$ cat src/rtl/rgbw_rx_pkg.sv
package rgbw_rx_pkg;
    localparam int          PKT_BYTES = 10;
    localparam logic [7:0]  CMD_SET   = 8'h23;
    localparam int          POS_W     = $clog2(PKT_BYTES);
    localparam int          NUM_COLS  = 4;

    typedef logic [PKT_BYTES-1:0][7:0] pkt_bytes_t;
    typedef logic [15:0]               colour_t;
endpackage

$ cat src/rtl/rgbw_idle_timer.sv
module rgbw_idle_timer #(
    parameter int TICK_DIV      = 1,
    parameter int TIMEOUT_TICKS = 1000
) (
    input  logic clk,
    input  logic rst_n,
    input  logic byte_seen,
    output logic expire
);
    localparam int PRE_W  = (TICK_DIV > 1) ? $clog2(TICK_DIV) : 1;
    localparam int TICK_W = (TIMEOUT_TICKS > 1) ? $clog2(TIMEOUT_TICKS) : 1;

    typedef struct packed {
        logic              run;
        logic [PRE_W-1:0]  pre;
        logic [TICK_W-1:0] tick;
    } tmr_t;

    tmr_t q, d;
    logic pre_wrap;

    generate
        if (TICK_DIV > 1) begin : g_prescale
            assign pre_wrap = (q.pre == PRE_W'(TICK_DIV - 1));
        end else begin : g_direct
            assign pre_wrap = 1'b1;
        end
    endgenerate

    assign expire = q.run && pre_wrap && (q.tick == TICK_W'(TIMEOUT_TICKS - 1));

    always_comb begin
        d = q;
        if (byte_seen) begin
            d.run  = 1'b1;
            d.pre  = '0;
            d.tick = '0;
        end else if (expire) begin
            d.run = 1'b0;
        end else if (q.run) begin
            if (pre_wrap) begin
                d.pre  = '0;
                d.tick = q.tick + 1'b1;
            end else begin
                d.pre = q.pre + 1'b1;
            end
        end
    end

    always_ff @(posedge clk or negedge rst_n) begin
        if (!rst_n) q <= '0;
        else        q <= d;
    end

    AST_EXPIRE_STOPS: assert property (@(posedge clk) disable iff (!rst_n)
        expire && !byte_seen |=> !q.run) else $error("timer kept running");
endmodule

$ cat src/rtl/rgbw_pkt_asm.sv
module rgbw_pkt_asm
    import rgbw_rx_pkg::*;
(
    input  logic       clk,
    input  logic       rst_n,
    input  logic       rx_valid,
    input  logic [7:0] rx_data,
    input  logic       rx_overrun,
    input  logic       expire,
    output logic       byte_ok,
    output logic       pkt_valid,
    output pkt_bytes_t pkt_bytes
);
    localparam logic [POS_W-1:0] LAST = POS_W'(PKT_BYTES - 1);

    typedef struct packed {
        logic [POS_W-1:0] pos;
        pkt_bytes_t       bytes;
        logic             pkt_valid;
    } asm_t;

    asm_t q, d;
    logic [POS_W-1:0] slot;

    assign byte_ok   = rx_valid && !rx_overrun;
    assign pkt_valid = q.pkt_valid;
    assign pkt_bytes = q.bytes;

    always_comb begin
        d           = q;
        d.pkt_valid = 1'b0;
        slot        = expire ? '0 : q.pos;
        if (byte_ok) begin
            d.bytes[slot] = rx_data;
            if (slot == LAST) begin
                d.pos       = '0;
                d.pkt_valid = 1'b1;
            end else begin
                d.pos = slot + 1'b1;
            end
        end else if (expire) begin
            d.pos = '0;
        end
    end

    always_ff @(posedge clk or negedge rst_n) begin
        if (!rst_n) q <= '0;
        else        q <= d;
    end

    AST_POS_RANGE: assert property (@(posedge clk) disable iff (!rst_n)
        q.pos <= LAST) else $error("position out of range");
    AST_OVERRUN_HOLDS: assert property (@(posedge clk) disable iff (!rst_n)
        rx_valid && rx_overrun && !expire |=> $stable(q.pos)) else $error("overrun byte moved position");
    AST_EXPIRE_CLEARS: assert property (@(posedge clk) disable iff (!rst_n)
        expire && !rx_valid |=> q.pos == '0) else $error("timeout left position");
endmodule

$ cat src/rtl/rgbw_wr_seq.sv
module rgbw_wr_seq
    import rgbw_rx_pkg::*;
#(
    parameter int BOARD_OFFSET = 0,
    parameter int NUM_GROUPS   = 8
) (
    input  logic                                 clk,
    input  logic                                 rst_n,
    input  logic                                 pkt_valid,
    input  pkt_bytes_t                           pkt_bytes,
    output logic                                 wr_en,
    output logic [$clog2(NUM_GROUPS*4)-1:0]      wr_addr,
    output logic [15:0]                          wr_data,
    output logic                                 pkt_done
);
    localparam int         GW = (NUM_GROUPS > 1) ? $clog2(NUM_GROUPS) : 1;
    localparam int         AW = $clog2(NUM_GROUPS * 4);
    localparam logic [8:0] LO = 9'(BOARD_OFFSET);
    localparam logic [8:0] HI = 9'(BOARD_OFFSET + NUM_GROUPS);

    typedef struct packed {
        logic                         busy;
        logic [1:0]                   step;
        logic [AW-1:0]                base;
        logic [NUM_COLS-1:0][15:0]    vals;
        logic                         done;
    } seq_t;

    seq_t q, d;
    logic [8:0]    ch9, rel9;
    logic          hit;
    logic [1:0]    lane;
    logic [NUM_COLS-1:0][15:0] vals_in;

    assign ch9  = {1'b0, pkt_bytes[1]};
    assign rel9 = ch9 - LO;
    assign hit  = (pkt_bytes[0] == CMD_SET) && (ch9 >= LO) && (ch9 < HI);

    generate
        for (genvar k = 0; k < NUM_COLS; k++) begin : g_col
            assign vals_in[k] = {pkt_bytes[2 + 2*k], pkt_bytes[3 + 2*k]};
        end
    endgenerate

    always_comb begin
        d      = q;
        d.done = 1'b0;
        if (q.busy) begin
            if (q.step == 2'd3) begin
                d.busy = 1'b0;
                d.done = 1'b1;
            end else begin
                d.step = q.step + 2'd1;
            end
        end else if (pkt_valid && hit) begin
            d.busy = 1'b1;
            d.step = 2'd0;
            d.base = AW'({rel9[GW-1:0], 2'b00});
            d.vals = vals_in;
        end
    end

    always_ff @(posedge clk or negedge rst_n) begin
        if (!rst_n) q <= '0;
        else        q <= d;
    end

    assign lane     = q.step + 2'd1;
    assign wr_en    = q.busy;
    assign wr_addr  = q.base | AW'(lane);
    assign wr_data  = q.vals[q.step];
    assign pkt_done = q.done;

    AST_DONE_AFTER_WHITE: assert property (@(posedge clk) disable iff (!rst_n)
        q.done |-> $past(q.busy && q.step == 2'd3)) else $error("done without fourth write");
    AST_NO_PKT_WHILE_BUSY: assert property (@(posedge clk) disable iff (!rst_n)
        pkt_valid |-> !q.busy) else $error("packet completed during writes");
    AST_BAD_CMD_IDLE: assert property (@(posedge clk) disable iff (!rst_n)
        pkt_valid && pkt_bytes[0] != CMD_SET |=> !q.busy) else $error("bad command started writes");
    AST_START_FROM_PKT: assert property (@(posedge clk) disable iff (!rst_n)
        $rose(q.busy) |-> $past(pkt_valid)) else $error("writes without packet");
endmodule

$ cat src/rtl/rgbw_pkt_rx.sv
module rgbw_pkt_rx
    import rgbw_rx_pkg::*;
#(
    parameter int BOARD_OFFSET  = 0,
    parameter int NUM_GROUPS    = 8,
    parameter int TICK_DIV      = 1,
    parameter int TIMEOUT_TICKS = 1000
) (
    input  logic                            clk,
    input  logic                            rst_n,
    input  logic                            rx_valid,
    input  logic [7:0]                      rx_data,
    input  logic                            rx_overrun,
    output logic                            wr_en,
    output logic [$clog2(NUM_GROUPS*4)-1:0] wr_addr,
    output logic [15:0]                     wr_data,
    output logic                            pkt_done
);
    logic       byte_ok;
    logic       expire;
    logic       pkt_valid;
    pkt_bytes_t pkt_bytes;

    rgbw_idle_timer #(
        .TICK_DIV      (TICK_DIV),
        .TIMEOUT_TICKS (TIMEOUT_TICKS)
    ) u_timer (
        .clk       (clk),
        .rst_n     (rst_n),
        .byte_seen (byte_ok),
        .expire    (expire)
    );

    rgbw_pkt_asm u_asm (
        .clk        (clk),
        .rst_n      (rst_n),
        .rx_valid   (rx_valid),
        .rx_data    (rx_data),
        .rx_overrun (rx_overrun),
        .expire     (expire),
        .byte_ok    (byte_ok),
        .pkt_valid  (pkt_valid),
        .pkt_bytes  (pkt_bytes)
    );

    rgbw_wr_seq #(
        .BOARD_OFFSET (BOARD_OFFSET),
        .NUM_GROUPS   (NUM_GROUPS)
    ) u_seq (
        .clk       (clk),
        .rst_n     (rst_n),
        .pkt_valid (pkt_valid),
        .pkt_bytes (pkt_bytes),
        .wr_en     (wr_en),
        .wr_addr   (wr_addr),
        .wr_data   (wr_data),
        .pkt_done  (pkt_done)
    );
endmodule

$ cat config.mk
export PLATFORM = sky130hd
export DESIGN_NAME = rgbw_pkt_rx
export DESIGN_NICKNAME = d
export VERILOG_FILES = /design/src/rtl/rgbw_rx_pkg.sv /design/src/rtl/rgbw_idle_timer.sv /design/src/rtl/rgbw_pkt_asm.sv /design/src/rtl/rgbw_wr_seq.sv /design/src/rtl/rgbw_pkt_rx.sv
export SDC_FILE = /design/constraint.sdc
export NUM_CORES = 1
export LEC_CHECK = 0
export BUFFER_PORTS_ARGS = -buffer_cell sky130_fd_sc_hd__buf_4
export CAP_MARGIN = 30
export CORE_MARGIN = 2
export CORE_UTILIZATION = 34
export CTS_CLUSTER_SIZE = 30
export DETAILED_ROUTE_END_ITERATION = 10
export PLACE_DENSITY = 0.49
export SLEW_MARGIN = 20
export SYNTH_ARGS = -nofsm -noshare
export SYNTH_HDL_FRONTEND = slang
export SYNTH_HIERARCHICAL = 1
export SYNTH_SLANG_ARGS = --single-unit
$ cat constraint.sdc
create_clock -name clk -period 2 [get_ports clk]
set_input_delay 0.1 -clock clk [delete_from_list [all_inputs] [get_ports clk]]
set_output_delay 0.1 -clock clk [all_outputs]
set_load 0.03 [all_outputs]
# Yosys cells after proc, flatten, opt, wreduce, memory -nomap -nowiden
# Index checks and enable logic that the tools add are counted.
# word_totals
wordCells,71
register_bits,167
out_inout_bits,23
# classes
addsub,3
eq_ne,6
n_lt_le_gt_ge,5
n_reduce_logical,13
n_bitwise,2
mux,20
# ops
op,n
80-bit bitwise mux,1
72-bit 2-to-1 mux,1
16-bit binary-select mux with 2-bit select,1
8-bit demux with 4-bit select,1
11-bit 2-to-1 mux,2
16-bit 2-to-1 mux,1
12-bit 2-to-1 mux,1
4-bit 2-to-1 mux,3
"10-bit by 1-bit adder with 10-bit output, second input constant",1
"10-bit equality test, second input constant",1
"8-bit by 6-bit equality test with 1-bit output, second input constant",1
"8-bit by 1-bit >= comparator with 1-bit output, second input constant",1
"8-bit by 4-bit < comparator with 1-bit output, second input constant",1
8-bit 2-to-1 mux,1
1-bit logical AND,6
1-bit 2-to-1 mux,6
2-bit AND reduction,3
2-bit nonzero test,3
"4-bit by 5-bit < comparator with 1-bit output, second input constant",1
5-bit by 2-bit OR with 5-bit output,1
"4-bit by 1-bit adder with 4-bit output, second input constant",1
"4-bit equality test, second input constant",1
"4-bit by 1-bit >= comparator with 1-bit output, second input constant",1
"2-bit inequality test, second input constant",2
other kinds (7),7

# Logic depth before layout (Yosys ltp)
# depth
depth_word,8
mapped_depth,8
ltp_nobuf,6

# By module
# The synthesis kept the hierarchy.
# by_module_without_submodules
mod,instances,area_per_inst_um2,seq_area_each_um2,cells_per_inst
rgbw_pkt_asm,1,3930.0,2127.0,289
rgbw_wr_seq,1,3413.3,1776.7,184
rgbw_idle_timer,1,640.6,275.3,69

# Worst setup path after synthesis
# No wires, ideal clock.
# synth_timing
kind,reg2reg
startpoint,reg u_timer/q[3] (netlist name)
endpoint,"reg u_asm.q, in the netlist u_asm/pkt_bytes[56]"
setup_slack_ns,0.092
arrival_time_ns,1.783
n_path_buf,1
period_less_slack_ns,1.908
setup_ns,0.125
required_ns,1.875
path_stages_with_launch,8
path_cell_list,dfrtp_1 > and4bb_2 > nand2_1 > nor2_1 > buf_2 > and4bb_2 > nand2_2 > mux2_2
# synth_between
elab_chain_cells,8
word_cells_on_any_way,9
classes_between,order compare (2); eq/ne (1); mux (4); reduce/logical (2)
# synth_rtl
item,line,source
start: declaration,rgbw_idle_timer.sv:19,"tmr_t q, d;"
start signal: assignment,rgbw_idle_timer.sv:51,if (!rst_n) q <= '0;
start signal: assignment,rgbw_idle_timer.sv:52,else q <= d;
10-bit equality test *,rgbw_idle_timer.sv:30,assign expire = q.run && pre_wrap && (q.tick == TICK_W'(TIMEOUT_TICKS - 1));
1-bit logical AND *,rgbw_idle_timer.sv:30,
via expire,rgbw_pkt_rx.sv:20,logic expire;
4-bit 2-to-1 mux *,rgbw_pkt_asm.sv:32,slot = expire ? '0 : q.pos;
4-bit by 5-bit < comparator with 1-bit output (implied by the code) / 4-bit by 1-bit >= comparator with 1-bit output (equally long branches),rgbw_pkt_asm.sv:34,d.bytes[slot] = rx_data;
1-bit logical AND (implied by the code),rgbw_pkt_asm.sv:34,
8-bit 2-to-1 mux (implied by the code),rgbw_pkt_asm.sv:34,
8-bit demux with 4-bit select *,n/a,
80-bit bitwise mux *,rgbw_pkt_asm.sv:34,
end: declaration,rgbw_pkt_asm.sv:22,"asm_t q, d;"
# Mark *: on every way through the listed nets, which the timed path passes. The rest lies on a longest branch.
# A chain may end at the register's enable or synchronous reset.

# Final worst setup path
# layout_timing
startpoint,reg u_seq/q[70] (netlist name)
endpoint,out wr_data[0]
# layout_between
elab_chain_cells,2
# layout_rtl
item,line,source
start: declaration,rgbw_wr_seq.sv:29,"seq_t q, d;"
start signal: assignment,rgbw_wr_seq.sv:64,if (!rst_n) q <= '0;
start signal: assignment,rgbw_wr_seq.sv:65,else q <= d;
16-bit binary-select mux with 2-bit select,rgbw_wr_seq.sv:71,assign wr_data = q.vals[q.step];
16-bit 2-to-1 mux (implied by the code),rgbw_wr_seq.sv:71,
end: declaration,rgbw_pkt_rx.sv:16,"output logic [15:0] wr_data,"
# No other way between the ends. The select of a mux whose other input is x is not followed.

==> qor.txt <==
TritonCTS buffer count - 17
placer congestion estimate - 0.7841
Setup TNS - 0 ns
DRC - 0
HPWL after DPL - 9984 um
Syn Inst Count - 542
synth top area cells - dfrtp_1, mux2_4, mux2_2
reg2reg path depth - 6
Avg WL per Cell - 17.76 um
CTS tree - yes
GRT Util Overall - 0.1329
Switching Share - 0.2606
Post-synth EDFFs - 0
# fillers - 2208
top-count cell post-synth - dfrtp_1
Die W - 157.2 um
status - finished, final reports clean
commonest cells in the netlist - dfrtp_1, buf_4, mux2_2, mux2_4, mux4_2
critical setup path kind - reg -> out
Netlist cell types - 55
# port buffers - 34
crit path to - wr_data[0]
largest net degree at the start of global routing - 53
Worst Tran Pin Value - 0.5016 ns
dominant cell type by area after synthesis - dfrtp_1
Reg2Reg Setup Slack - 0.13 ns
top-area cell type share of the netlist area - 0.5234
met2 Use GR - 0.1994
RSZ-0062 raised after global routing - no
Synth Register Bits - 167
placed instance area - 0.008158 sq mm
# diodes - 0
most used cell, CP - buf_4
number of cells on the worst hold path - 2
max cap viols - 0
Clock Latency Late Sink - 0.42 ns
clock root buffer - clkbuf_16
PwrDens - 1128 mW/mm^2
Die Ht - 157.2 um
fmax - 0.5207 GHz
peak supply drop - 0.5714 mV
R2R Path Start - u_timer/q[3]$_DFFE_PN0P_
Max transition margin - 0.6642
sequential fraction of design power - 0.460
Initial Util - 0.3432
Max Root-Sink Buffers - 2
NetSw - 2.599 mW
met1 GRT Util - 0.1907
syn avg cell area - 14.73 sq um
DRT Pass-1 Iters - 4
initial antenna violation count - 0
io pins - 35
Reg area - 0.004179 sq mm
Worst R2R End - u_asm/pkt_bytes[53]$_DFFE_PN0P_
Worst setup EP type - output port
CTS clock-pin slew for the worst setup and hold paths - 0.06 ns
Area growth syn-to-layout - 10.74%
clock share of power - 0.360
CTS H-tree depth - 4
via count - 3938
core area - 0.02326 sq mm
register area share after synthesis - 0.5234
Hold WC Path Type - in -> reg
Crit. Startpoint - u_seq/q[70]$_DFFE_PN0P_
Layout Nets - 534
FFs w/ async S/R, synth - 1.000
met3 Usage GRT - 0.03331
final WL - 15120 um
Critical Path, Cell by Cell - buf_4, mux4_2, buf_4
Int Power - 7.375 mW
vias in the first global route - 4301
period utilization - 0.9602
LEAKAGE - 4.345 nW
initial DRC count - 145
clock skew - 0.007612 ns
Combinational Power Share - 0.180
minimum clock period - 1.920 ns
Ys Warns - 6
Site Rows - 56
Main synth FF type - dfrtp_1
layout cells sized above 1 - 0.5244
vias per cell - 4.627
Worst EP required - 1.90 ns
Post-Syn Area - 0.007984 sq mm
number of slew-limit violations in the final report - 0
die area - 0.02472 sq mm
Mapped Nets - 556
multi-input logic area - 0.003022 sq mm
global route hottest layer - met2
Routed Antenna Nets - 0
Worst setup SP type - register
slowest stage delay, CP - 0.58 ns
Arr. time, crit path - 1.82 ns
first-pass GRT wire length - 24720 um
Final Hold Viols - 0
Worst Path Max Fanout - 12
total congestion overflow - 0
Design Area, Final - 0.008841 sq mm
Slowest-stage cell, CP - mux4_2
CTS sink count - 167
# setup viols final - 0
## critical path, delay by kind of cell, from the launching register on
kind | cells | cell delay, ns
muxes | 1 | 0.58
DFF | 1 | 0.35
buffers and inverters | 2 | 0.47
## flip-flops by register name, summed over array words and instances, names as in the netlist
register and flops:
u_asm/pkt_bytes 80, u_asm/pkt_valid 1, u_asm/q 4, u_seq/pkt_done 1, u_seq/q 69, u_seq/wr_en 1
u_timer/q 11
## metal layers
metal  up-vias  share of wire
li1       1804              -
met4         0         0.0081
met2        43           0.46
met1      2084           0.51
met3         7          0.031
met5         -              0
## cell type report
cell class	count	share of cell area
inverter	7	0.002972
clock inverter	11	0.02222
tap	319	0.04515
sequential	167	0.4727
multi-input combinational	260	0.3418
clock buffer	20	0.05052
timing repair buffer	67	0.06468
## placed cells by master (no fill, tap or decap), types with 2 or more instances in the layout
cell        netlist  routed
or4_1             4       4
mux2_4           67      67
o21ai_1           2       2
clkbuf_1          2       2
o31ai_1           4       4
nand3_2           7       6
a21oi_1           8       8
a21o_1            2       2
bufinv_16         0       5
nand2_1           8       8
mux2_2           80      80
inv_1             7       7
clkbuf_16         0      17
buf_12            0       5
nor2b_1           6       6
nor2_1            6       5
nor3_1            3       3
nand3_1           3       3
nand3b_1          2       2
dfrtp_1         167     167
inv_6             0       2
nand2_4           0       2
nor2_4            0       2
xor2_1            2       2
mux4_2           16      16
or3_1             2       2
nand4_1           3       3
and4bb_2          2       2
clkinvlp_4        0       2
and2_1            3       3
ha_1              2       2
buf_4            86      60
## how the worst min path moves through the flow
| stage | from | endpoint | slack [ns] |
|---|---|---|---|
| floorplan | rst_n | u_asm/pkt_bytes[0]$_DFFE_PN0P_ | -0.20 |
| finish | rx_data[0] | u_asm/pkt_bytes[8]$_DFFE_PN0P_ | 0.05 |
| CTS | rx_valid | u_asm/q[82]$_DFF_PN0_ | 0.03 |
| detailed placement | rst_n | u_asm/pkt_bytes[21]$_DFFE_PN0P_ | 0.03 |
| global route | rx_data[0] | u_asm/pkt_bytes[8]$_DFFE_PN0P_ | 0.04 |
| global placement | rst_n | u_seq/q[14]$_DFFE_PN0P_ | 0.02 |
## cells by family after synthesis
kind of cell / count (synthesis) / synth area share
compound gates: 25 / 0.02132
xor+xnor: 3 / 0.003292
fa+ha+maj: 2 / 0.003134
buf+inv: 115 / 0.1019
flops: 167 / 0.5234
mux: 163 / 0.2840
simple gates: 67 / 0.06300
## stage by stage
| stage | setup slack [ns] | util | hold WS, ns | instances | power (mW) |
|---|---|---|---|---|---|
| floorplan | 0.09197 | - | -0.1956 | 542 | 6.718 |
| CTS | 0.03879 | 0.3789 | 0.03423 | 851 | 10.07 |
| finish | 0.07952 | 0.3801 | 0.04756 | 851 | 9.974 |
| detailed placement | 0.008299 | 0.3507 | 0.02583 | 819 | 6.448 |
| global placement | 0.07463 | 0.3507 | 0.02350 | 819 | 6.352 |
| global route | 0.001647 | 0.3801 | 0.04318 | 851 | 10.50 |
## repair_timing
action | in CTS | in global routing
endpoints found under the hold margin | 141 | 0
hold buffers | 1 | 0
endpoints found under the setup margin | 1 | 24
resized for setup | 1 | 5
buffers inserted | 0 | 0
## power by group through the flow
stage	sequential [mW]	combinational (mW)	clock, mW
2_1_floorplan	4.51	2.21	0
3_3_place_gp	4.62	1.73	0
3_5_place_dp	4.66	1.79	0
4_1_cts	4.59	1.80	3.68
5_1_grt	4.69	1.99	3.83
6_report	4.59	1.79	3.60
(Power assumes the default switching activity.)
